`src/rtl/sec_irq_bank.sv`:
```
module sec_irq_bank #(
  parameter bit NMI_EN = 1'b1
) (
  input  logic         clk,
  input  logic         rst_n,
  input  logic         acc_valid,
  input  logic         acc_write,
  input  logic         acc_byte,
  input  logic         acc_secure,
  input  logic [7:0]   acc_addr,
  input  logic [31:0]  acc_wdata,
  output logic [31:0]  acc_rdata,
  output logic         acc_err,
  input  logic         sec_off,
  input  logic [31:0]  irq_line,
  input  logic         sgi_valid,
  input  logic [3:0]   sgi_id,
  output logic [31:0]  pend_vec,
  output logic [31:0]  en_vec,
  output logic [255:0] prio_vec
);
  localparam int N = 32;
  localparam logic [7:0] A_GRP = 8'h00, A_ENS = 8'h04, A_ENC = 8'h08,
    A_PDS = 8'h0C, A_PDC = 8'h10, A_ACS = 8'h14, A_ACC = 8'h18, A_NMI = 8'h1C,
    A_CFL = 8'h20, A_CFH = 8'h24, A_GMD = 8'h28, A_NSC = 8'h2C;

  logic [31:0] grp, en, pend, act, nmi, gmod, nsac, lvl_q;
  logic [15:0] edge_hi;
  logic [7:0]  prio [N];

  wire         ns_lim   = !acc_secure && !sec_off;
  wire         sec_only = acc_secure && !sec_off;
  wire  [31:0] amask    = ns_lim ? grp : 32'hFFFF_FFFF;
  wire  [31:0] edge_all = {edge_hi, 16'hFFFF};
  wire  [31:0] pend_eff = pend | (~edge_all & irq_line);
  wire  [31:0] rise     = irq_line & ~lvl_q & edge_all;
  wire         in_prio  = acc_addr[7:5] == 3'b010;
  wire         aligned  = acc_byte ? in_prio : (acc_addr[1:0] == 2'b00);
  wire         wr       = acc_valid && acc_write && !acc_err;

  logic [31:0] rd, odd_bits, set_w, clr_w, pend_nxt;
  logic        known;
  logic [4:0]  idx;

  always_comb begin
    for (int k = 0; k < 16; k++) odd_bits[k] = acc_wdata[2*k+1];
    odd_bits[31:16] = '0;
  end

  always_comb begin
    rd = '0;
    known = 1'b1;
    idx = '0;
    if (in_prio) begin
      if (acc_byte) begin
        idx = acc_addr[4:0];
        rd[7:0] = amask[idx] ? prio[idx] : 8'h00;
      end else begin
        for (int j = 0; j < 4; j++) begin
          idx = {acc_addr[4:2], 2'(j)};
          rd[8*j +: 8] = amask[idx] ? prio[idx] : 8'h00;
        end
      end
    end else begin
      case (acc_addr)
        A_GRP:        rd = ns_lim ? '0 : grp;
        A_ENS, A_ENC: rd = en & amask;
        A_PDS, A_PDC: rd = pend_eff & amask;
        A_ACS, A_ACC: rd = act & amask;
        A_NMI:        rd = NMI_EN ? (nmi & amask) : '0;
        A_CFL:        for (int k = 0; k < 16; k++) rd[2*k+1] = amask[k];
        A_CFH:        for (int k = 0; k < 16; k++) rd[2*k+1] = edge_hi[k] & amask[16+k];
        A_GMD:        rd = sec_only ? gmod : '0;
        A_NSC:        rd = sec_only ? nsac : '0;
        default:      known = 1'b0;
      endcase
    end
  end

  assign acc_err   = acc_valid && (!aligned || !known);
  assign acc_rdata = (acc_valid && !acc_err) ? rd : '0;

  assign set_w    = (wr && acc_addr == A_PDS) ? (acc_wdata & amask) : '0;
  assign clr_w    = (wr && acc_addr == A_PDC) ? (acc_wdata & amask) : '0;
  assign pend_nxt = (pend & ~clr_w) | set_w | rise | (sgi_valid ? (32'd1 << sgi_id) : 32'd0);

  always_ff @(posedge clk or negedge rst_n) begin
    if (!rst_n) begin
      {grp, en, pend, act, nmi, gmod, nsac, lvl_q} <= '0;
      edge_hi <= '0;
      for (int i = 0; i < N; i++) prio[i] <= '0;
    end else begin
      lvl_q <= irq_line;
      pend  <= pend_nxt;
      if (wr && in_prio) begin
        if (acc_byte) begin
          if (amask[acc_addr[4:0]]) prio[acc_addr[4:0]] <= acc_wdata[7:0];
        end else begin
          for (int j = 0; j < 4; j++)
            if (amask[{acc_addr[4:2], 2'(j)}]) prio[{acc_addr[4:2], 2'(j)}] <= acc_wdata[8*j +: 8];
        end
      end else if (wr) begin
        case (acc_addr)
          A_GRP: if (!ns_lim) grp <= acc_wdata;
          A_ENS: en  <= en | (acc_wdata & amask);
          A_ENC: en  <= en & ~(acc_wdata & amask);
          A_ACS: act <= act | (acc_wdata & amask);
          A_ACC: act <= act & ~(acc_wdata & amask);
          A_NMI: if (NMI_EN) nmi <= (nmi & ~amask) | (acc_wdata & amask);
          A_CFH: edge_hi <= (edge_hi & ~amask[31:16]) | (odd_bits[15:0] & amask[31:16]);
          A_GMD: if (sec_only) gmod <= acc_wdata;
          A_NSC: if (sec_only) nsac <= acc_wdata;
          default: ;
        endcase
      end
    end
  end

  assign pend_vec = pend_eff;
  assign en_vec   = en;
  for (genvar g = 0; g < N; g++) begin : g_prio
    assign prio_vec[8*g +: 8] = prio[g];
  end

  assert_grp_wi_R2: assert property (@(posedge clk) disable iff (!rst_n)
    (acc_valid && acc_write && !acc_byte && acc_addr == A_GRP && !acc_secure && !sec_off) |=> $stable(grp));

  assert_edge_latch_R4: assert property (@(posedge clk) disable iff (!rst_n)
    (rise != 32'd0) |=> ((pend & $past(rise)) == $past(rise)));

  assert_secure_only_R7: assert property (@(posedge clk) disable iff (!rst_n)
    (acc_valid && acc_write && (acc_addr == A_GMD || acc_addr == A_NSC) && !(acc_secure && !sec_off))
      |=> ($stable(gmod) && $stable(nsac)));

  assert_nmi_off_R9: assert property (@(posedge clk) disable iff (!rst_n)
    (!NMI_EN && acc_valid && acc_addr == A_NMI) |-> (acc_rdata == 32'd0));

  assert_sgi_set_R10: assert property (@(posedge clk) disable iff (!rst_n)
    sgi_valid |=> pend[$past(sgi_id)]);

  assert_err_zero_R11: assert property (@(posedge clk) disable iff (!rst_n)
    acc_err |-> (acc_valid && acc_rdata == 32'd0));
endmodule

```
`config.mk`:
```
export PLATFORM = sky130hd
export DESIGN_NAME = sec_irq_bank
export DESIGN_NICKNAME = d
export VERILOG_FILES = /design/src/rtl/sec_irq_bank.sv
export SDC_FILE = /design/constraint.sdc
export NUM_CORES = 1
export LEC_CHECK = 0
export ABC_AREA = 1
export BUFFER_PORTS_ARGS = -buffer_cell sky130_fd_sc_hd__buf_2
export CAP_MARGIN = 20
export CORE_MARGIN = 2
export CORE_UTILIZATION = 40
export CTS_BUF_LIST = sky130_fd_sc_hd__clkbuf_16
export DETAILED_ROUTE_END_ITERATION = 10
export GPL_TIMING_DRIVEN = 0
export HOLD_SLACK_MARGIN = 0.15
export PLACE_DENSITY_LB_ADDON = 0.15
export SLEW_MARGIN = 20
export SYNTH_ARGS = -nofsm -noshare
export SYNTH_HDL_FRONTEND = slang
export SYNTH_SLANG_ARGS = --single-unit
export TNS_END_PERCENT = 50
```
`constraint.sdc`:
```
create_clock -name clk -period 2.7 [get_ports clk]
set_clock_uncertainty 0.15 [all_clocks]
set_input_delay 0.135 -clock clk [delete_from_list [all_inputs] [get_ports clk]]
set_output_delay 0.135 -clock clk [all_outputs]
set_load 0.005 [all_outputs]
```
**Yosys cells after proc, flatten, opt, wreduce, memory -nomap -nowiden**

Index checks and enable logic that the tools add are counted.
Widths: inputs -> output; s select.

- Shifts and indexed selects: 1
- Eq/ne operators: 13
- Bitwise logic cells: 51
- Multiplexer cells: 105
- Magnitude comparators: 15
- Reductions and logical operators: 36

Operators with widths:

| kind | count |
|---|---|
| $mux 256 | 12 |
| $bwmux 256 | 5 |
| $and 32x32->32 | 12 |
| $mux 32 | 9 |
| $or 32x32->32 | 7 |
| $bmux 8 s5 | 5 |
| $demux 8 s5 | 5 |
| $mux 8 | 21 |
| $not 32->32 | 5 |
| $pmux 1 s9 | 16 |
| $pmux 32 s2 | 2 |
| $pmux 1 s7 | 16 |
| $and 16x16->16 | 2 |
| $eq 8x5->1 const B | 4 |
| $eq 8x6->1 const B | 4 |
| $shl 1x4->32 const A | 1 |
| $ge 6x6->1 const B | 5 |
| $lt 5x6->1 const B | 5 |
| $lt 6x1->1 const B | 5 |
| $not 5->6 | 5 |
| $mux 24 | 1 |
| $and 1x1->1 | 16 |
| $eq 8x4->1 const B | 2 |
| $not 16->16 | 1 |
| 19 further kinds | 55 |

- Word-level logic and storage cells: 262
- Input bits: 84
- Output and inout bits: 353
- Register bits: 528

**Longest topological paths before layout**

Gate-level depths: netlist of run 1.

- Depth in word-level cells: 22
- Depth in mapped cells: 16

**Worst setup path before layout of run 1**

No wires, ideal clock.

- Path type: input to output
- Start: input acc_addr[2]
- End: output acc_rdata[7]
- Data arrival time: 1843 ps
- Setup slack: 572 ps
- Buffers on the path: 3
- Cell stages on the path: 13
- Path through: buf_4 inv_2 nor2_2 nand2_1 a21oi_2 nor2_1 nand3_2 nand2_1 nor2_1 buf_2 buf_2 o21ai_0 a21oi_1

- Word-level cells in the longest chain between the ends: 10
- Elaborated cells on any way between the ends: 41
- Those cells by class: 11 x eq/ne; 18 x mux; 2 x bitwise; 10 x reduce/logical

RTL lines:

| element | line | RTL |
|---|---|---|
| start: declaration | 10 | `input logic [7:0] acc_addr,` |
| parallel branches: the longest is 9 deep, another holds $mux 32 | -- |  |
| $mux 32 * | 81 | `assign acc_rdata = (acc_valid && !acc_err) ? rd : '0;` |
| end: declaration | 12 | `output logic [31:0] acc_rdata,` |

Mark *: on every way between the ends. The select of a mux whose other input is x is not followed.

**Worst setup path after layout of run 1**

- Start: register grp[2]
- End: output acc_rdata[17]

- Word-level cells in the longest chain between the ends: 7

RTL lines:

| element | line | RTL |
|---|---|---|
| start: declaration | 27 | `logic [31:0] grp, en, pend, act, nmi, gmod, nsac, lvl_q;` |
| start signal: assignment | 104 | `A_GRP: if (!ns_lim) grp <= acc_wdata;` |
| $mux 32 | 33 | `wire [31:0] amask = ns_lim ? grp : 32'hFFFF_FFFF;` |
| $bmux 1 s3 | 61 | `rd[8*j +: 8] = amask[idx] ? prio[idx] : 8'h00;` |
| $mux 1 (not written as such) | 61 |  |
| $mux 8 | 61 |  |
| $mux 24 | 55 | `if (acc_byte) begin` |
| $mux 32 | 54 | `if (in_prio) begin` |
| $mux 32 | 81 |  |

Every way passes these cells. The select of a mux whose other input is x is not followed.

==> run metrics, run 1 <==
FILL cells 7604; CP Max Fanout 9; die width 279 um; FFs w/ async S/R, synth 100%; #FFs+latches synth 528; area of the multi-input gates 15400 um2; clk_lat worst skew 660 ps; total of warnings raised by yosys 0; Antenna Nets Post-Route 0; share of cells above drive strength 1 18.6%; Detailed Routing Iterations Pass 1 6; via count 35.6k; Netlist Area Pre-Place 30200 um2; WL per Instance 25.4 um; Crit. End Element output port; 1st-iter DRT viols 4069; Worst Setup Start Kind register; status complete, but fails checks; Num CTS Buffers 60; Hold Path Depth 4; Data required, critical path 2410 ps; RD Place Congestion 1.03; most common cell after layout, fill and taps aside nand2_1; R2R depth 12; Comb power frac 14.8%; Mapped Avg Cell Area 6.76 um2; P_leak 19.8 nW; peak supply drop 0.000515 V; Die Y 279 um; total of max-cap violations 0; type of the tightest min-delay check primary input to register; switching power 5.73 mW; full die area 77700 um2; first-pass GRT wire length 226000 um; Final #Nets 5284; crit path launch grp[2]$_DFFE_PN0P_; Int Pwr 13.3 mW; Post-synth EDFFs 0; setup ws final -188 ps; violated checks negative setup slack; worst r2r src grp[10]$_DFFE_PN0P_; worst hold margin 176 ps; clk buf depth 3; min-delay src acc_wdata[16]; register area 13200 um2; initial core utilization 40.5%; row count 100; RSZ-0062 raised after global routing true; clock share of power 42.3%; core area 74600 um2; Clock Sinks 528; vias in the first global route 33.4k; max frequency 346 MHz; Critical Path Max Stage Delay 350 ps; FF-to-FF End prio_vec[215]$_DFFE_PN0P_; Critical-path top delay cell dfrtp_1; WS Path Type register to output port; switching share of total power 30.1%; CP Cell Sequence inv_1 -> nand2_4 -> o22ai_2 -> nor2_1 -> nand2_1 -> nand2_2 -> buf_8 -> nand4_1 -> a21oi_2 -> buf_2; Ports 437; port bufs 433; area delta synth->final 29.5%; Syn Nets 4550; CTS clk-pin slew, worst paths 60 ps; post-route design area 39100 um2; Final Hold Vio Count 0; most frequent cells in the layout 1505 x nand2_1, 517 x dfrtp_1, 511 x nor2_1; total gr overflow 0; Unique masters post-synth 37; worst slew pin tran 1110 ps; CTS tree done; H-tree Lvls 2; Slew headroom 25.4%; post-DR vias/cell 5.72; area of placed instances 33800 um2; FF-to-FF setup slack -60 ps; All-Layer GR Usage 39.6%; CP endpoint acc_rdata[17]; register area share after synthesis 43.8%; initial antenna violation count 8; final routed DRC violation total 0; drt total wl 158000 um; fin crit share 107%; Power Density 486 nW/um2; min cycle time layout 2890 ps; Reg power frac 42.9%; top_reg_cell synth dfrtp_1; largest net degree at the start of global routing 91; Final Setup Violations 27; Syn Inst Count 4466; Worst EP arrival 2600 ps; Max Slew Vio Count 0; Detailed Place HPWL 120000 um; clock root buffer clkbuf_16
[repair_timing]
action,4_1_cts,5_1_grt
gates resized for setup,339,121
endpoints found under the setup margin,370,198
cloned,0,0
hold buffers,150,1
buffers inserted,62,19
pin swaps,44,36
hold endpoints to repair,762,1
[Yosys cell counts (10+ instances only)]
cell       count  area share (%)
a21oi_1      191             3.2
a22oi_1       12            0.30
a31oi_1       19            0.39
buf_1         39            0.48
buf_2         47            0.78
buf_4         24            0.60
clkbuf_1     141             1.8
dfrtp_1      528              44
inv_1        394             4.9
inv_2         11            0.14
nand2_1     1544              19
nand3_1      301             5.0
nand3b_1      14            0.35
nand4_1      194             4.0
nor2_1       569             7.1
nor2_2        28            0.58
nor3_1        48            0.80
o2111ai_1     10            0.29
o21ai_0      170             2.8
o21ai_1      122             2.0
o221ai_1      11            0.32
o22ai_1       10            0.21
[final cells by class]
cell class	instances	area share, %
multi-input cells	3279	39.3
flip-flops and latches	528	33.8
repair buffers	675	11.5
inverters	408	3.93
clock buffers	61	3.90
plain buffers	248	3.57
well taps	969	3.10
clock inverters	45	0.842
diodes	3	0.0192
[cells by family after synthesis]
| group | count (synthesis) | synth area share, % |
|---|---|---|
| AND/OR/NAND/NOR | 2708 | 37.3 |
| buffers and inverters | 659 | 8.69 |
| AO/OA/AOI/OAI | 571 | 10.3 |
| flip-flops | 528 | 43.8 |
[worst min path at each step]
stage | to
finish | register
global route | register
CTS | register
detailed placement | prio_vec[52]$_DFFE_PN0P_
global placement | lvl_q[20]$_DFF_PN0_
floorplan | async pin
[critical path: cells and delay by family (launching register included)]
kind | cells | cell delay (ps)
AO/OA/AOI/OAI | 2 | 430
buffers and inverters | 3 | 390
flip-flops | 1 | 350
AND/OR/NAND/NOR | 5 | 770
[per-layer routing]
| layer | up-vias | track usage, % | part of all wire (%) |
|---|---|---|---|
| li1 | 15800 | - | - |
| met1 | 16900 | 51.2 | 39 |
| met2 | 2272 | 61.3 | 44 |
| met3 | 525 | 8.07 | 10 |
| met4 | 2 | 24.0 | 7.1 |
| met5 | - | 0 | 0.0082 |
[through the flow]
stage	setup TNS, ps	power (mW)	util (%)	setup WS, ps	instances
after global placement	-5832370	10.5	45.0	-10370	5868
final	-2110	19.0	52.4	-188	6216
after global routing	-3390	19.5	52.4	-173	6215
after detailed placement	-424690	10.6	45.3	-1750	5879
after CTS	-1380	18.9	51.8	-129	6196
after floorplan	0	9.35	-	572	4466
[power by group through the flow]
stage	Combinational (mW)	Sequential, mW	Clock (mW)
finish	2.81	8.15	8.05
CTS	2.65	8.15	8.09
global route	2.97	8.16	8.41
global placement	2.24	8.30	0
detailed placement	2.29	8.29	0
floorplan	1.09	8.27	0
Note: power is estimated with default switching activity, not from simulation.
==> inputs of run 2 (changes only) <==
- ABC_AREA: 1 -> unset
==> run metrics, run 2 <==
Netlist Area Pre-Place 26000 um2 (-14%); Slew headroom 21.4% (-3.9 points); via count 24.3k (-32%); core area 64300 um2 (-14%); wire length on met3 10900 um (-32%); Die Y 259 um (-7.1%); P_leak 16.9 nW (-15%); WL met1 47300 um (-22%); most frequent cell after synthesis dfrtp_1; row count 93 (-7.0%); die width 259 um (-7.1%); Detailed Routing Iterations Pass 1 6 (unchanged); largest net degree at the start of global routing 100 (+9.9%); Antenna Nets Post-Route 0 (unchanged); Mapped Avg Cell Area 11.1 um2 (+65%); area leader, netlist dfrtp_1; worst slack, placed -2330 ps (-585 ps); total power 17.7 mW (-7.1%); Synth top area share 50.9% (+7.1 points); CTS clk-pin slew, worst paths 60 ps (about the same); Syn Nets 2416 (-47%); worst r2r src grp[17]$_DFFE_PN0P_; Data required, critical path 2410 ps (about the same); Worst EP arrival 2970 ps (+370 ps); CTS tree done; register area share after synthesis 50.9% (+7.1 points); drt total wl 124000 um (-22%); CP Cell Sequence mux4_2 -> o32ai_4 -> o32ai_4 -> buf_6 -> o22ai_4 -> o21ai_2 -> o211a_1 -> buf_2; most frequent cells in the layout 506 x dfrtp_1, 437 x buf_2, 305 x mux2_2; #FFs+latches synth 528 (unchanged); Crit. End Element output port; final routed DRC violation total 0 (unchanged); Final Setup Violations 198 (+630%); most common cell after layout, fill and taps aside dfrtp_1; Critical-path top delay cell mux4_2; synth cell count leaders 528 x dfrtp_1, 307 x mux2_2, 231 x o21ai_0; FF-to-FF End prio_vec[230]$_DFFE_PN0P_; Met2 Wirelength 58300 um (-16%); Worst Setup Start Kind register; RD Place Congestion 1.01 (-2.1%); RSZ-0062 raised after global routing true; full die area 67000 um2 (-14%); total of max-cap violations 0 (unchanged); vias in the first global route 23.9k (-28%); WL per Instance 31.4 um (+24%); status complete, but fails checks; min cycle time layout 3250 ps (+364 ps); Top Family by Delay on Critical Path compound AO/OA/AOI/OAI gates; fin crit share 120% (+13 points); total of warnings raised by yosys 0 (unchanged); Unique masters post-synth 69 (+86%); share of cells above drive strength 1 44.3% (+26 points); Critical Path Max Stage Delay 570 ps (+220 ps); WS Path Type register to output port; R2R depth 8 (-4); setup ws final -552 ps (-364 ps); FF-to-FF setup slack -300 ps (-240 ps); CP Buf/Inv Count 2 (-1); post-route design area 35700 um2 (-8.7%); clk buf depth 3 (unchanged); clock root buffer clkbuf_16; top_reg_cell synth dfrtp_1; clk_lat worst skew 640 ps (-20 ps); total gr overflow 0 (unchanged); type of the tightest min-delay check primary input to async pin; Num CTS Buffers 57 (-5.0%); Power Density 495 nW/um2 (+1.8%); Detailed Place HPWL 92800 um (-23%); FFs w/ async S/R, synth 100% (unchanged); CP Max Fanout 6 (-3); violated checks negative setup slack; first-pass GRT wire length 175000 um (-23%); 1st-iter DRT viols 2756 (-32%); post-DR vias/cell 6.17 (+7.9%); area delta synth->final 37.5%; H-tree Lvls 2 (unchanged); Post-synth EDFFs 0 (unchanged); initial antenna violation count 10 (+2); Finished Core Util 55.5% (+3.1 points); peak supply drop 0.000470 V (-8.7%); placed cells 3629 (-38%); top routing layer used met5; Clock Sinks 528 (unchanged); All-Layer GR Usage 36.2% (-3.4 points); port bufs 435 (+0.46%); area of placed instances 29400 um2 (-13%); Final Hold Vio Count 0 (unchanged); CP dominant cell by count o32ai_4; post-route insts no fill 3943 (-37%); largest cells by area after synthesis dfrtp_1 51%, mux2_2 13%, mux4_2 5.1%; Syn Inst Count 2332 (-48%); Ports 437 (unchanged); initial core utilization 40.4% (-0.12 points); worst slew pin tran 1170 ps (+60.0 ps); max frequency 307 MHz (-11%); Max Slew Vio Count 0 (unchanged); Final #Nets 3127 (-41%)
run 2: changes by cell type in the layout (fill, tap and decap cells not counted), sizes merged, moves of 123 or more:
cell   before  now
a21oi     193   70
inv       424   43
mux2        0  313
nand2    1548  230
nand3     302   12
nand4     195    4
nor2      599  221
run 2: cells by family (layout without fill, tap and decap cells):
group | Yosys count | after routing | synth area share [%]
DFF | 528 | 528 | 50.9
and+or+nand+nor | 587 | 587 | 9.91
muxes | 405 | 405 | 20.0
AOI/OAI and AO/OA | 625 | 625 | 16.1
buffers and inverters | 187 | 940 | 3.18
other | 0 | 3 | 0
run 2: worst register-to-register path: cells and delay by family (launching register included):
family | cells | cell delay (ps)
AOI/OAI and AO/OA | 4 | 1260
buffers and inverters | 1 | 160
DFF | 1 | 440
muxes | 2 | 630
and+or+nand+nor | 1 | 230
run 2: repair_timing:
| action | 4_1_cts | 5_1_grt |
|---|---|---|
| buffers inserted | 63 | 43 |
| endpoints found under the hold margin | 642 | 0 |
| pin swaps | 60 | 104 |
| hold buffers | 114 | 0 |
| cloned | 2 | 2 |
| endpoints found under the setup margin | 360 | 377 |
| gates resized for setup | 409 | 228 |
run 2: metal layers:
| metal | up-vias | global-route usage, % |
|---|---|---|
| met4 | 12 | 18.1 |
| met2 | 1415 | 58.6 |
| met5 | - | 0 |
| met3 | 324 | 7.93 |
| met1 | 12500 | 46.0 |
| li1 | 10100 | - |
run 2: cell type report:
cell class	instances	area, um2
clock inverter	42	231
sequential	528	13200
inverter	27	105
fill	5640	28600
tap	855	1070
timing repair buffer	662	4730
multi-input combinational	1617	13600
clock buffer	59	1480
antenna	3	7.51
buffer	150	1200
run 2: per-stage QoR:
step	hold WS [ps]	setup TNS [ps]
2_1_floorplan	-311	-134
3_3_place_gp	104	-5437510
3_5_place_dp	47.5	-420350
4_1_cts	189	-51760
5_1_grt	153	-45260
6_report	89.4	-37060
run 2: report_power, final:
part / internal, mW / total [mW] / switching [mW]
logic: 0.761 / 2.09 / 1.33
clock network: 4.09 / 7.44 / 3.35
registers: 8.04 / 8.14 / 0.103
run 2: worst max-delay path by stage:
stage,start,cells past startpoint,end
floorplan,grp[25]$_DFFE_PN0P_,7,prio_vec[224]$_DFFE_PN0P_
global placement,rst_n,1,async pin
detailed placement,acc_addr[4],11,acc_rdata[11]
CTS,grp[15]$_DFFE_PN0P_,8,acc_rdata[1]
global route,grp[14]$_DFFE_PN0P_,9,acc_rdata[1]
finish,grp[8]$_DFFE_PN0P_,8,acc_rdata[1]
